### src/rtl/bdmx_pkg.sv
package bdmx_pkg;

  localparam logic [2:0] CODE_INTA    = 3'b000;
  localparam logic [2:0] CODE_IORD    = 3'b001;
  localparam logic [2:0] CODE_IOWR    = 3'b010;
  localparam logic [2:0] CODE_HALT    = 3'b011;
  localparam logic [2:0] CODE_FETCH   = 3'b100;
  localparam logic [2:0] CODE_MRD     = 3'b101;
  localparam logic [2:0] CODE_MWR     = 3'b110;
  localparam logic [2:0] CODE_PASSIVE = 3'b111;

  localparam logic [2:0] TS_T2 = 3'd2;
  localparam logic [2:0] TS_T3 = 3'd3;
  localparam logic [2:0] TS_T4 = 3'd4;

  typedef struct packed {
    logic inta;
    logic iord;
    logic iowr;
    logic halt;
    logic fetch;
    logic mrd;
    logic mwr;
  } cmd_t;

  function automatic logic in_window(input logic [2:0] ts);
    return (ts == TS_T2) || (ts == TS_T3) || (ts == TS_T4);
  endfunction

  function automatic cmd_t decode_code(input logic [2:0] code);
    cmd_t c;
    c = '0;
    case (code)
      CODE_INTA:  c.inta  = 1'b1;
      CODE_IORD:  c.iord  = 1'b1;
      CODE_IOWR:  c.iowr  = 1'b1;
      CODE_HALT:  c.halt  = 1'b1;
      CODE_FETCH: c.fetch = 1'b1;
      CODE_MRD:   c.mrd   = 1'b1;
      CODE_MWR:   c.mwr   = 1'b1;
      default:    c       = '0;
    endcase
    return c;
  endfunction

endpackage

### src/rtl/bdmx_addr_latch.sv
module bdmx_addr_latch #(
  parameter int LO_W = 16,
  parameter int HI_W = 4,
  localparam int ADDR_W = LO_W + HI_W
) (
  input  logic              clk,
  input  logic              rst_n,
  input  logic              ale_i,
  input  logic [LO_W-1:0]   ad_i,
  input  logic [HI_W-1:0]   nib_i,
  input  logic              bhe_n_i,
  output logic [ADDR_W-1:0] addr_o,
  output logic              bhe_n_o,
  output logic              vld_o
);

  logic [ADDR_W-1:0] shadow_q;
  logic              shadow_bhe_q;
  logic              ale_d;
  logic [ADDR_W-1:0] addr_q;
  logic              bhe_q;
  logic              vld_q;
  logic              commit;

  assign commit = ale_d && !ale_i;

  always_ff @(posedge clk) begin
    if (!rst_n) begin
      shadow_q     <= '0;
      shadow_bhe_q <= 1'b1;
      ale_d        <= 1'b0;
      addr_q       <= '0;
      bhe_q        <= 1'b1;
      vld_q        <= 1'b0;
    end else begin
      ale_d <= ale_i;
      if (ale_i) begin
        shadow_q     <= {nib_i, ad_i};
        shadow_bhe_q <= bhe_n_i;
      end
      if (commit) begin
        addr_q <= shadow_q;
        bhe_q  <= shadow_bhe_q;
        vld_q  <= 1'b1;
      end
    end
  end

  assign addr_o  = addr_q;
  assign bhe_n_o = bhe_q;
  assign vld_o   = vld_q;

  AST_ADDR_HOLD: assert property (@(posedge clk) disable iff (!rst_n)
    (!ale_i && !ale_d) |=> $stable(addr_q)) else $error("address moved in data phase");

endmodule

### src/rtl/bdmx_lane_decode.sv
module bdmx_lane_decode #(
  parameter int LANES = 2
) (
  input  logic             vld_i,
  input  logic             bhe_n_i,
  input  logic             a0_i,
  output logic [LANES-1:0] be_o
);

  for (genvar g = 0; g < LANES; g++) begin : g_lane
    if (g == 0) begin : g_low
      assign be_o[g] = vld_i && !a0_i;
    end else if (g == 1) begin : g_high
      assign be_o[g] = vld_i && !bhe_n_i;
    end else begin : g_none
      assign be_o[g] = 1'b0;
    end
  end

  always_comb begin
    AST_LANE_NONE: assert (!(vld_i && bhe_n_i && a0_i) || (be_o[1:0] == 2'b00));
  end

endmodule

### src/rtl/bdmx_cmd_decode.sv
module bdmx_cmd_decode
  import bdmx_pkg::*;
(
  input  logic       clk,
  input  logic       rst_n,
  input  logic [2:0] code_i,
  input  logic [2:0] ts_i,
  output cmd_t       cmd_o,
  output logic       den_o,
  output logic       dtr_o
);

  logic win;
  cmd_t cmd_d;
  logic den_d;
  logic dtr_d;
  cmd_t cmd_q;
  logic den_q;
  logic dtr_q;

  always_comb begin
    win   = in_window(ts_i);
    cmd_d = win ? decode_code(code_i) : '0;
    den_d = win && (code_i != CODE_HALT) && (code_i != CODE_PASSIVE);
    dtr_d = win && ((code_i == CODE_IOWR) || (code_i == CODE_MWR));
  end

  always_ff @(posedge clk) begin
    if (!rst_n) begin
      cmd_q <= '0;
      den_q <= 1'b0;
      dtr_q <= 1'b0;
    end else begin
      cmd_q <= cmd_d;
      den_q <= den_d;
      dtr_q <= dtr_d;
    end
  end

  assign cmd_o = cmd_q;
  assign den_o = den_q;
  assign dtr_o = dtr_q;

  AST_CMD_ONEHOT: assert property (@(posedge clk) disable iff (!rst_n)
    $onehot0(cmd_q)) else $error("more than one strobe");
  AST_WINDOW_ONLY: assert property (@(posedge clk) disable iff (!rst_n)
    !in_window(ts_i) |=> (cmd_q == '0)) else $error("strobe outside window");

endmodule

### src/rtl/bdmx_stat_extract.sv
module bdmx_stat_extract
  import bdmx_pkg::*;
(
  input  logic       clk,
  input  logic       rst_n,
  input  logic       ale_i,
  input  logic [2:0] ts_i,
  input  logic [2:0] stat_bits_i,
  output logic [1:0] seg_o,
  output logic       ie_o
);

  logic       take;
  logic [1:0] seg_q;
  logic       ie_q;

  assign take = !ale_i && in_window(ts_i);

  always_ff @(posedge clk) begin
    if (!rst_n) begin
      seg_q <= '0;
      ie_q  <= 1'b0;
    end else if (take) begin
      seg_q <= stat_bits_i[1:0];
      ie_q  <= stat_bits_i[2];
    end
  end

  assign seg_o = seg_q;
  assign ie_o  = ie_q;

  AST_STAT_HOLD: assert property (@(posedge clk) disable iff (!rst_n)
    !take |=> ($stable(seg_q) && $stable(ie_q))) else $error("status moved");

endmodule

### src/rtl/bus_demux.sv
module bus_demux
  import bdmx_pkg::*;
#(
  parameter int LO_W = 16,
  parameter int HI_W = 4,
  parameter int LANES = 2,
  localparam int ADDR_W = LO_W + HI_W
) (
  input  logic              clk,
  input  logic              rst_n,
  input  logic              ale_i,
  input  logic              bhe_n_i,
  input  logic [LO_W-1:0]   ad_i,
  input  logic [HI_W-1:0]   ast_i,
  input  logic [2:0]        stat_i,
  input  logic [2:0]        tstate_i,
  output logic [ADDR_W-1:0] addr_o,
  output logic [LANES-1:0]  be_o,
  output logic              mrd_o,
  output logic              mwr_o,
  output logic              iord_o,
  output logic              iowr_o,
  output logic              inta_o,
  output logic              fetch_o,
  output logic              halt_o,
  output logic              dtr_o,
  output logic              den_o,
  output logic [1:0]        seg_o,
  output logic              ie_o
);

  logic bhe_l;
  logic addr_vld;
  cmd_t cmd;

  bdmx_addr_latch #(.LO_W(LO_W), .HI_W(HI_W)) u_latch (
    .clk     (clk),
    .rst_n   (rst_n),
    .ale_i   (ale_i),
    .ad_i    (ad_i),
    .nib_i   (ast_i),
    .bhe_n_i (bhe_n_i),
    .addr_o  (addr_o),
    .bhe_n_o (bhe_l),
    .vld_o   (addr_vld)
  );

  bdmx_lane_decode #(.LANES(LANES)) u_lane (
    .vld_i   (addr_vld),
    .bhe_n_i (bhe_l),
    .a0_i    (addr_o[0]),
    .be_o    (be_o)
  );

  bdmx_cmd_decode u_cmd (
    .clk    (clk),
    .rst_n  (rst_n),
    .code_i (stat_i),
    .ts_i   (tstate_i),
    .cmd_o  (cmd),
    .den_o  (den_o),
    .dtr_o  (dtr_o)
  );

  bdmx_stat_extract u_stat (
    .clk         (clk),
    .rst_n       (rst_n),
    .ale_i       (ale_i),
    .ts_i        (tstate_i),
    .stat_bits_i (ast_i[2:0]),
    .seg_o       (seg_o),
    .ie_o        (ie_o)
  );

  assign inta_o  = cmd.inta;
  assign iord_o  = cmd.iord;
  assign iowr_o  = cmd.iowr;
  assign halt_o  = cmd.halt;
  assign fetch_o = cmd.fetch;
  assign mrd_o   = cmd.mrd;
  assign mwr_o   = cmd.mwr;

  AST_XFER_DEN: assert property (@(posedge clk) disable iff (!rst_n)
    (mrd_o || mwr_o || iord_o || iowr_o || inta_o || fetch_o) |-> den_o) else $error("strobe without den");
  AST_HALT_QUIET: assert property (@(posedge clk) disable iff (!rst_n)
    halt_o |-> (!den_o && !dtr_o)) else $error("halt drove bus");
  AST_DTR_WRITE: assert property (@(posedge clk) disable iff (!rst_n)
    dtr_o |-> (mwr_o || iowr_o)) else $error("transmit without write");

endmodule

### config.mk
export PLATFORM = sky130hd
export DESIGN_NAME = bus_demux
export DESIGN_NICKNAME = d
export VERILOG_FILES = /design/src/rtl/bdmx_pkg.sv /design/src/rtl/bdmx_addr_latch.sv /design/src/rtl/bdmx_lane_decode.sv /design/src/rtl/bdmx_cmd_decode.sv /design/src/rtl/bdmx_stat_extract.sv /design/src/rtl/bus_demux.sv
export SDC_FILE = /design/constraint.sdc
export NUM_CORES = 1
export LEC_CHECK = 0
export ABC_AREA = 1
export ABC_CLOCK_PERIOD_IN_PS = 2600
export BUFFER_PORTS_ARGS = -buffer_cell sky130_fd_sc_hd__buf_4
export CAP_MARGIN = 20
export CORE_UTILIZATION = 45
export DETAILED_ROUTE_END_ITERATION = 12
export PLACE_DENSITY = 0.72
export SLEW_MARGIN = 20
export SYNTH_ARGS = -nofsm -noshare
export SYNTH_HDL_FRONTEND = slang
export SYNTH_SLANG_ARGS = --single-unit
export TNS_END_PERCENT = 100
### constraint.sdc
create_clock -name clk -period 2.6 [get_ports clk]
set_clock_uncertainty 0.15 [all_clocks]
set_input_delay 0.26 -clock clk [delete_from_list [all_inputs] [get_ports clk]]
set_output_delay 0.26 -clock clk [all_outputs]
set_load 0.01 [all_outputs]
# --- Word level (Yosys, flattened, before mapping) ---
# Cells that the tools add are included.
op_classes:
  eq_ne: 11
  muxes: 7
  n_reduce_logical: 15
ops:
  columns: ["cell", "count"]
  rows:
  - ["$eq 3x2->1 const B", 4]
  - ["$eq 3x3->1 const B", 4]
  - ["$logic_and 1x1->1", 7]
  - ["$mux 1", 7]
  - ["$eq 3x1->1 const B", 1]
  - ["$logic_not 1->1", 3]
  - ["$logic_not 3->1", 1]
  - ["$logic_or 1x1->1", 3]
  - ["$ne 3x2->1 const B", 1]
  - ["$ne 3x3->1 const B", 1]
  - ["$reduce_and 2->1", 1]
word_totals:
  regBits: 56
  input_bits: 30
  wordCells: 50

# --- Depth between registers and ports, before layout ---
logic_depth:
  ltp_word: 5
  ltp_mapped: 7

# --- By module ---
# From an unflattened synthesis, not the netlist that was laid out.
hier_totals:
  hier_cells: 278
  hier_area_um2: 2082.0
modules_own_cells:
  columns: ["mod", "instances", "cells_each", "area_per_inst_um2", "seq_area_each_um2"]
  rows:
  - ["bdmx_addr_latch", 1, 213, 1600.3, 880.8]
  - ["bdmx_cmd_decode", 1, 39, 312.8, 180.2]
  - ["bdmx_stat_extract", 1, 23, 157.7, 60.1]
  - ["bdmx_lane_decode", 1, 3, 11.3, 0.0]

# --- Worst setup path before layout ---
# No wires, ideal clock.
synth_timing:
  path_type: "register -> register"
  startpoint: "reg u_latch.ale_d"
  endpoint: "reg u_latch.bhe_q (netlist: u_latch.bhe_n_o)"
  setup_time_ps: 136
  arrival_time_ps: 887
  t_required_ps: 2314
  setup_slack_ps: 1426
  path_stages_with_launch: 7
  path_buffers: 1
  period_less_slack_ps: 1174
  cell_sequence: "dfxtp_1 inv_2 nor2_4 inv_2 buf_6 nand2_1 o211ai_1"
synth_between:
  elab_chain_len: 1
synth_rtl:
  columns: ["element", "line", "text"]
  rows:
  - ["start: declaration", "bdmx_addr_latch.sv:19", "logic ale_d;"]
  - ["start signal: assignment", "bdmx_addr_latch.sv:36", "ale_d <= ale_i;"]
  - ["$logic_and 1x1->1", "bdmx_addr_latch.sv:25", "assign commit = ale_d && !ale_i;"]
  - ["end signal: assignment", "bdmx_addr_latch.sv:43", "bhe_q <= shadow_bhe_q;"]
  - ["end: declaration", "bdmx_addr_latch.sv:21", "logic bhe_q;"]
# No other way between the ends.
# A chain may end at the register's enable or synchronous reset.

# --- Final worst setup path ---
# Same ends and word-level chain as after synthesis.

==> flow_summary.yaml <==
logic_synthesis:
  ys_seq_area_share_pct: 57.1
  synthXorXnorAreaFrac_pct: 0
  synth-compound-area-share_pct: 13.2
  syn_inst: 245
  synth-adder-area-share_pct: 0
  synthSimpleGateAreaFrac_pct: 21.7
  synthTopCellsByArea: "dfxtp_1 (57%), nor2_1 (15%), o21ai_0 (9.2%)"
  muxShareOfSynthArea_pct: 0
  synth_top_family_by_area: "simple AND/OR/NAND/NOR gates"
  ys_seq_elements: 56
  synth_area_per_cell_um2: 8.01
  yosys_warnings: 0
  synth.distinct_cells: 19
  synth_area_mm2: 0.00196
  synth_area_leader_cell: "dfxtp_1"
  synth_top_area_share_pct: 57.1
  syn_nets: 275
sta:
  hold_viol_final: 0
  maxSlewViolCount: 0
  fin_crit_ns: 1.58
  clock.fmax_mhz: 632
  relSlewSlack_pct: 54.1
  fin_tns_setup_ns: 0
  rsz0062_at_grt: "no"
  setup_viol: 0
  period_share_pct: 60.8
  worst_pin_slew_ns: 0.688
setup_path:
  crit_arrival_ns: 1.61
  critPathRequiredTime_ns: 2.63
  r2r_cells: 5
  crit_path_end_kind: "flip-flop"
  critPathLaunch: "u_latch.ale_d"
  regToRegSetupSlack_ns: 1.02
  reg2reg_from: "u_latch.ale_d"
  rr_endpoint: "u_latch.bhe_n_o"
  crit_end: "u_latch.bhe_n_o"
  critPathMaxFanout: 21
  critPathLaunchType: "flip-flop"
  critPathKind: "reg2reg"
power_and_ir_drop:
  p_leak_nw: 1.24
  p_sw_mw: 0.390
  power_frac_seq_pct: 55.6
  pwr-share-comb_pct: 11.2
  clkPwrFrac_pct: 33.2
  internal_power_mw: 1.28
  finalPower_mw: 1.67
  ir_worst_vdd_mv: 0.379
  switching_share_pct: 23.4
  p_per_area_mw_per_mm2: 656
grt:
  grt_max_degree: 46
  grt_first_pass_wirelength_mm: 6.19
  grt-ovfl-total: 0
  antenna_found_initial: 0
  grtUsageTotal_pct: 18.2
  grt_pass1_vias: 1387
placed_design:
  hpwlAfterDp_mm: 2.64
  gp_congestion: 0.748
  dpl-instance-area_mm2: 0.00241
  io_buffers: 63
job:
  max_cap_viol_count: 0
die:
  die_y_um: 68.0
  num_rows: 23
  coreArea_mm2: 0.00409
  die_area_mm2: 0.00463
  start_util_pct: 48.0
  io_pins: 64
  fp.dieW_um: 68.0
detailed_routing:
  routed_wirelength_mm: 4.03
  wl_per_cell_um: 11.4
  viasPerCell: 4.75
  drt_iter0_drc: 96
  drt_pass1_iterations: 4
  ant_nets: 0
  drcViolationCount: 0
  num_vias: 1682
run_status:
  status: "completed"
final_layout:
  syn2layout_area_growth_pct: 29.7
  drive_gt1_share_pct: 24.7
  layout.nets: 333
  fill_cells: 381
  final_area_mm2: 0.00254
  diodes: 0
worst_hold_path:
  holdCritPathClass: "in2reg"
  min_from: "stat_i[0]"
clocking:
  post_cts_resize_count: 0
  cts_tree: "built"
  cts_htree_levels: 2
  numCtsBuffers: 5
  postCtsSetupBuffers: 0
  clockBufferDepth: 2
  cts_sinks: 56
  worst_setup_hold_path_clk_slew_ns: 0.09
  clk_latency_ns: 0.30
  root_buffer: "clkbuf_8"
## cells by family after synthesis
logic type,count (synthesis)
buffers and inverters,33
and+or+nand+nor,107
AOI/OAI and AO/OA,49
DFF,56
## what timing repair did
item	CTS	global route
endpoints found under the setup margin	0	0
hold endpoints to repair	2	0
hold buffers	2	0
## worst min-delay path by stage
stage                     cells past startpoint                    to
after floorplan                               1           u_cmd.dtr_o
after global placement                        2  u_latch.shadow_bhe_q
after detailed placement                      2  u_latch.shadow_bhe_q
after CTS                                     2           u_cmd.dtr_o
after global routing                          3   u_latch.shadow_q[3]
final                                         2           u_cmd.dtr_o
## cells in the final DEF (no fill, tap or decap), types with 3 or more instances in the layout
cell type and n:
nor2_1 78, buf_4 63, dfxtp_1 56, o21ai_0 36, nand2_1 18, inv_1 17
a21oi_1 7, nand3_1 5, clkbuf_8 5, nand4_1 3, a211oi_1 3
## synthesized netlist by cell type
cell	number
nand2_1	18
nand3_1	5
nor2_1	78
a211oi_1	3
nor3_1	2
inv_2	2
o211ai_1	1
o21ai_0	36
a21oi_2	1
a21oi_1	7
o21ai_1	1
dfxtp_1	56
buf_2	2
clkbuf_1	6
inv_1	17
buf_4	4
nor2_4	1
nand4_1	3
buf_6	2
## metal layers
| metal | track usage, % | routed length (um) | vias up |
|---|---|---|---|
| li1 | - | - | 888 |
| met1 | 24.7 | 1970 | 739 |
| met2 | 27.1 | 1750 | 53 |
| met3 | 4.67 | 284 | 2 |
| met4 | 7.81 | 20 | 0 |
| met5 | 0 | 0 | - |
## state kept, by name, indices dropped and copies added, names as in the netlist
| register | count |
|---|---|
| u_latch.addr_o | 20 |
| u_latch.shadow_q | 20 |
| u_cmd.cmd_o | 7 |
| u_stat.seg_o | 2 |
| u_cmd.den_o | 1 |
| u_cmd.dtr_o | 1 |
| u_latch.ale_d | 1 |
| u_latch.bhe_n_o | 1 |
| u_latch.shadow_bhe_q | 1 |
| u_latch.vld_o | 1 |
| u_stat.ie_o | 1 |
## power by group through the flow
stage | clock network [mW] | logic [mW] | registers (mW)
global placement | 0 | 0.183 | 0.947
CTS | 0.569 | 0.189 | 0.927
finish | 0.555 | 0.186 | 0.927
detailed placement | 0 | 0.186 | 0.946
floorplan | 0 | 0.0937 | 0.953
global route | 0.606 | 0.211 | 0.933
## stage by stage
step	instances	hold WS, ns	worst slack (ns)	utilization (%)
finish	354	0.0109	1.02	62.2
detailed placement	344	0.303	0.858	59.0
floorplan	245	0.187	1.43	-
global route	354	0.00838	0.854	62.2
CTS	354	0.00106	0.990	62.2
global placement	344	0.301	0.873	59.0
## critical path: stages (launching register included)
cell and delay, ns:
dfxtp_1 0.47, inv_2 0.08, nor2_4 0.34, inv_2 0.23
nand2_1 0.11, o211ai_1 0.08
## final cells by class
class                           instances  area (um^2)  area share [%]
Clock buffer                            5         68.8            2.71
Timing Repair Buffer                   65          493            19.4
Tap cell                               50         62.6            2.46
Inverter                               19         71.3            2.80
Sequential cell                        56         1120            44.1
Clock inverter                          3         42.5            1.67
Multi-Input combinational cell        156          684            26.9
No activity file was read; power rests on OpenSTA's default activity.
